==> src/rtl/ref_cascade_pkg.sv <==
package ref_cascade_pkg;
  // Strobes the control side hands to the counter datapath.
  typedef struct packed {
    logic cmnRestart;  // restart common stage (and the subdivider behind it)
    logic subRestart;  // restart subdivider only
  } strobes_t;

  localparam int NUM_LOOPS = 2;
  localparam int LOOP_RF   = 0;
  localparam int LOOP_IF   = 1;
endpackage

==> src/rtl/ref_cascade_dp.sv <==
module ref_cascade_dp
  import ref_cascade_pkg::*;
#(
  parameter int RATIO_W   = 10,
  parameter int SUB_W     = 4,
  parameter int MIN_RATIO = 8
) (
  input  logic               clk,
  input  logic               rst,
  input  logic [RATIO_W-1:0] commonRatio,
  input  logic [SUB_W-1:0]   subCode,
  input  strobes_t           strobes,
  output logic               cmnTick,
  output logic               subTick
);
  localparam logic [RATIO_W-1:0] MIN_R = RATIO_W'(MIN_RATIO);
  localparam logic [RATIO_W-1:0] ONE_R = RATIO_W'(1);
  localparam logic [SUB_W-1:0]   ONE_S = SUB_W'(1);

  logic [RATIO_W-1:0] clampRatio;
  logic [RATIO_W-1:0] activeRatio;
  logic [RATIO_W-1:0] cmnCnt;
  logic [SUB_W-1:0]   activeSub;
  logic [SUB_W-1:0]   subCnt;
  logic               cmnTerm;
  logic               subTerm;
  logic               cmnReload;
  logic               subReload;

  // Ratios below the floor are raised to it.
  assign clampRatio = (commonRatio < MIN_R) ? MIN_R : commonRatio;

  assign cmnTerm = (cmnCnt == (activeRatio - ONE_R));
  assign subTerm = (subCnt == activeSub);

  // A restart edge never issues a tick.
  assign cmnTick = cmnTerm && !strobes.cmnRestart;
  assign subTick = cmnTick && subTerm && !strobes.subRestart;

  assign cmnReload = rst || strobes.cmnRestart;
  assign subReload = rst || strobes.cmnRestart || strobes.subRestart;

  // Common stage: counts 0 .. N-1 and picks up a new ratio only on wrap.
  always_ff @(posedge clk) begin
    if (cmnReload) begin
      cmnCnt      <= '0;
      activeRatio <= clampRatio;
    end else if (cmnTerm) begin
      cmnCnt      <= '0;
      activeRatio <= clampRatio;
    end else begin
      cmnCnt <= cmnCnt + ONE_R;
    end
  end

  // Subdivider: advances once per common tick, wraps after code+1 ticks.
  always_ff @(posedge clk) begin
    if (subReload) begin
      subCnt    <= '0;
      activeSub <= subCode;
    end else if (subTick) begin
      subCnt    <= '0;
      activeSub <= subCode;
    end else if (cmnTick) begin
      subCnt <= subCnt + ONE_S;
    end
  end
endmodule

==> src/rtl/ref_cascade_ctrl.sv <==
module ref_cascade_ctrl
  import ref_cascade_pkg::*;
(
  input  logic     clk,
  input  logic     rst,
  input  logic     swapSel,
  input  logic     rfEnable,
  input  logic     ifEnable,
  input  logic     cmnTick,
  input  logic     subTick,
  output strobes_t strobes,
  output logic     rfRefPulse,
  output logic     ifRefPulse
);
  logic [NUM_LOOPS-1:0] loopEn;
  logic [NUM_LOOPS-1:0] loopPrev;
  logic [NUM_LOOPS-1:0] loopRise;
  logic [NUM_LOOPS-1:0] feedSub;
  logic [NUM_LOOPS-1:0] pulseQ;
  logic [NUM_LOOPS-1:0] wantCmnRestart;
  logic [NUM_LOOPS-1:0] wantSubRestart;

  assign loopEn[LOOP_RF] = rfEnable;
  assign loopEn[LOOP_IF] = ifEnable;

  // The RF loop is sub-fed when swapSel is set; the IF loop is sub-fed otherwise.
  assign feedSub[LOOP_RF] = swapSel;
  assign feedSub[LOOP_IF] = !swapSel;

  for (genvar i = 0; i < NUM_LOOPS; i++) begin : g_loop
    // Enable history is tracked through reset so that holding an enable high
    // across reset does not count as a rise.
    always_ff @(posedge clk) begin
      loopPrev[i] <= loopEn[i];
    end

    assign loopRise[i]       = loopEn[i] && !loopPrev[i] && !rst;
    assign wantCmnRestart[i] = loopRise[i] && !feedSub[i];
    assign wantSubRestart[i] = loopRise[i] &&  feedSub[i];

    always_ff @(posedge clk) begin
      if (rst) begin
        pulseQ[i] <= 1'b0;
      end else begin
        pulseQ[i] <= loopEn[i] && (feedSub[i] ? subTick : cmnTick);
      end
    end
  end

  assign strobes.cmnRestart = |wantCmnRestart;
  assign strobes.subRestart = |wantSubRestart;

  assign rfRefPulse = pulseQ[LOOP_RF];
  assign ifRefPulse = pulseQ[LOOP_IF];
endmodule

==> src/rtl/ref_cascade_div.sv <==
module ref_cascade_div
  import ref_cascade_pkg::*;
#(
  parameter int RATIO_W   = 10,
  parameter int SUB_W     = 4,
  parameter int MIN_RATIO = 8
) (
  input  logic               clk,
  input  logic               rst,
  input  logic [RATIO_W-1:0] commonRatio,
  input  logic [SUB_W-1:0]   subCode,
  input  logic               swapSel,
  input  logic               rfEnable,
  input  logic               ifEnable,
  output logic               rfRefPulse,
  output logic               ifRefPulse
);
  strobes_t strobes;
  logic     cmnTick;
  logic     subTick;

  ref_cascade_ctrl u_ctrl (
    .clk        (clk),
    .rst        (rst),
    .swapSel    (swapSel),
    .rfEnable   (rfEnable),
    .ifEnable   (ifEnable),
    .cmnTick    (cmnTick),
    .subTick    (subTick),
    .strobes    (strobes),
    .rfRefPulse (rfRefPulse),
    .ifRefPulse (ifRefPulse)
  );

  ref_cascade_dp #(
    .RATIO_W   (RATIO_W),
    .SUB_W     (SUB_W),
    .MIN_RATIO (MIN_RATIO)
  ) u_dp (
    .clk         (clk),
    .rst         (rst),
    .commonRatio (commonRatio),
    .subCode     (subCode),
    .strobes     (strobes),
    .cmnTick     (cmnTick),
    .subTick     (subTick)
  );
endmodule

==> config.mk <==
export PLATFORM = sky130hd
export DESIGN_NAME = ref_cascade_div
export DESIGN_NICKNAME = d
export VERILOG_FILES = /design/src/rtl/ref_cascade_pkg.sv /design/src/rtl/ref_cascade_dp.sv /design/src/rtl/ref_cascade_ctrl.sv /design/src/rtl/ref_cascade_div.sv
export SDC_FILE = /design/constraint.sdc
export NUM_CORES = 1
export LEC_CHECK = 0
export BUFFER_PORTS_ARGS = -buffer_cell sky130_fd_sc_hd__buf_2
export CAP_MARGIN = 10
export CORE_ASPECT_RATIO = 1.2
export CORE_MARGIN = 2
export CORE_UTILIZATION = 40
export CTS_BUF_LIST = sky130_fd_sc_hd__clkbuf_8
export CTS_CLUSTER_DIAMETER = 150
export DETAILED_ROUTE_END_ITERATION = 12
export PLACE_DENSITY = 0.63
export SYNTH_ARGS = -nofsm -noshare
export SYNTH_HDL_FRONTEND = slang
export SYNTH_SLANG_ARGS = --single-unit
==> constraint.sdc <==
create_clock -name clk -period 3.2 [get_ports clk]
set_input_delay 0.32 -clock clk [delete_from_list [all_inputs] [get_ports clk]]
set_output_delay 0.32 -clock clk [all_outputs]
set_load 0.02 [all_outputs]
==> metrics.txt <==
Post-Syn Instances=164; Avg Cell Area, Syn=9.865 µm²; Max Root-Sink Buffers=2; # nets final=207; Ys Warns=0; Wirelength per Cell=12.43 µm; first-pass GRT wire length=5216 µm; Startpoint Class=flop; # setup viols final=0; Crit. path cell count=7; io pins=21; Slew Limit Fails=0; #FFs+latches synth=32; Die ar.=4571 µm²; PD cells=488.6 nW/µm²; Synth cell types=35; Crit. End Element=flop; crit path buf inv count=2; worst hold slack=166.2 ps; reg2reg end=u_dp.activeRatio[3]; # DRC=0; status=finished, final reports clean; most numerous cell in the Yosys netlist=nor2_1; CTS Sinks=32; GRT overflow=0; Placed Cells incl. Taps=232; PortBufs=20; core area=3910 µm²; CP delay by family, top=simple AND/OR/NAND/NOR gates; share of layout cells above drive strength 1=16.67%; fin crit period=2753 ps; Starting Density=41.38%; commonest cells in the netlist=24 x nor2_1, 18 x dfxtp_1, 15 x xnor2_1; Worst setup endpoint=u_dp.activeRatio[3]; Area contributors post-synth=edfxtp_1 26%, dfxtp_1 22%, xnor2_1 8.1%, xor2_1 6.5%, nor2_1 5.6%; critical path class=reg -> reg; Diodes inserted=0; Slowest-stage cell, CP=or4b_1; vias in the first global route=1,232; Final period util=86.04%; post-CTS resize count=0; Hold Crit Depth=1; slowest stage delay, CP=490 ps; Final GP Congestion=0.8124; Finished Core Util=47.84%; total global-route track usage=15.72%; Num CTS Buffers=5; Least-Margin Pin Slew=496.2 ps; Die Ht=73.67 µm; Vias/cell=5.113; flop-to-flop setup slack=450 ps; # rows=25; Setup Fix Bufs, Post-CTS=0; Post-Synthesis Cell Area=1618 µm²; Die W=62.06 µm; Seq/Total Area, Yosys=48.26%; Iter 0 DRT Violations=69; Max-Cap Viols=0; Design Area, Final=1871 µm²; worst r2r src=u_dp.activeRatio[0]; Syn Nets=186; Reg2Reg Depth=7; CP Data Required Time=3170 ps; RSZ-0062 raised after global routing=false; CTS H-tree lvls=2; clk_lat worst skew=280 ps; CTS tree=yes; Peak VDD IR=220.2 µV; initial antenna violation count=0; area grow syn2layout=15.62%; relative slew slack=66.65%; maximum fanout along the worst path=20; Post-DP Area=1763 µm²; final hold vios=0; post-route ant nets=0; Root Buffer=clkbuf_8; clk_skew=4.616 ps; crit path launch=u_dp.activeRatio[0]; Final Instance Count excl. Fillers=240; first-pass detailed-route iteration total=4; HP Class=in -> reg; Leak=0.6905 nW; Post-synth top flop=dfxtp_1; Achievable Freq=0.3632 GHz; Synth async-reset ratio=0%; cells along the critical path=inv_1 -> ha_1 -> nor3b_1 -> or4b_1 -> a311o_1 -> o21ai_1 -> buf_4; HPWL after DPL=2308 µm; Via Count=1,227; largest net degree at the start of global routing=21; post-synth top area share=25.99%; setup_tns=0 ps; hold buffers post-CTS=0; Post-synth EDFFs=14; Reg clk slew, reported paths=60 ps; final WL=2982 µm; area leader, netlist=edfxtp_1; CP arrival=2720 ps
worst min path at each step:
stage	start	endpoint	slack, ps
after floorplan	rfEnable	u_ctrl.loopPrev[0]	350
after global placement	rfEnable	u_ctrl.loopPrev[0]	450
after detailed placement	ifEnable	u_ctrl.loopPrev[1]	450
after CTS	ifEnable	u_ctrl.loopPrev[1]	160
after global routing	rfEnable	u_ctrl.loopPrev[0]	160
final	ifEnable	u_ctrl.loopPrev[1]	170
sequential cells by signal (all words and copies together) (netlist names):
register / flops
u_dp.activeRatio: 10
u_dp.cmnCnt: 10
u_dp.activeSub: 4
u_dp.subCnt: 4
u_ctrl.loopPrev: 2
u_ctrl.ifRefPulse: 1
u_ctrl.rfRefPulse: 1
logic make-up (layout without fill, tap and decap cells):
logic type / Yosys count / after routing / synth area share, %
compound gates: 17 / 17 / 6.651
xor+xnor: 27 / 27 / 14.62
fa+ha+maj: 3 / 3 / 2.320
buf+inv: 10 / 32 / 2.552
flops: 32 / 32 / 48.26
mux: 2 / 2 / 1.237
simple gates: 73 / 73 / 24.36
worst register-to-register path: stages (launching register included):
cell and delay, ps:
edfxtp_1 430, inv_1 80, ha_1 180, nor3b_1 370
or4b_1 490, a311o_1 460, o21ai_1 150, buf_4 270
cell type report:
cell class                      instances  area [µm²]
Multi-Input combinational cell        122       795.8
Fill cell                             390        2039
Timing Repair Buffer                   21       107.6
Inverter                                3       11.26
Sequential cell                        32       780.7
Clock buffer                            5       68.82
Tap cell                               54       67.56
Clock inverter                          3       38.79
through the flow:
step,total power (W),setup WS (ps)
4_1_cts,0.0009261,430.4
2_1_floorplan,0.0005258,625.6
3_3_place_gp,0.0005476,510.7
5_1_grt,0.0009538,203.2
6_report,0.0009140,446.8
3_5_place_dp,0.0005517,440.6
layer usage:
metal	wire [µm]	global-route usage [%]	vias up
met1	1215	16.70	576
li1	-	-	617
met4	60	8.038	0
met3	129	3.697	6
met2	1576	27.78	28
met5	0	0	-
power by group:
part / switching (W) / leakage, nW / internal, W
Sequential: 0.0000154 / 0.286 / 0.000446
Clock: 0.000144 / 0.0593 / 0.000228
Combinational: 0.0000424 / 0.345 / 0.0000381
cell usage in the layout, fill, tap and decap left out, types with 3 or more instances in the layout:
master and instances:
ha_1 3, nand3_1 14, nor3b_1 4, and2_1 3
nor2_1 24, nor3_1 6, buf_2 20, dfxtp_1 18
inv_1 4, edfxtp_1 14, xor2_1 12, clkbuf_8 5
nand2_1 4, a21oi_1 7, xnor2_1 15, nor2b_1 3
No activity file was read; power rests on OpenSTA's default activity.
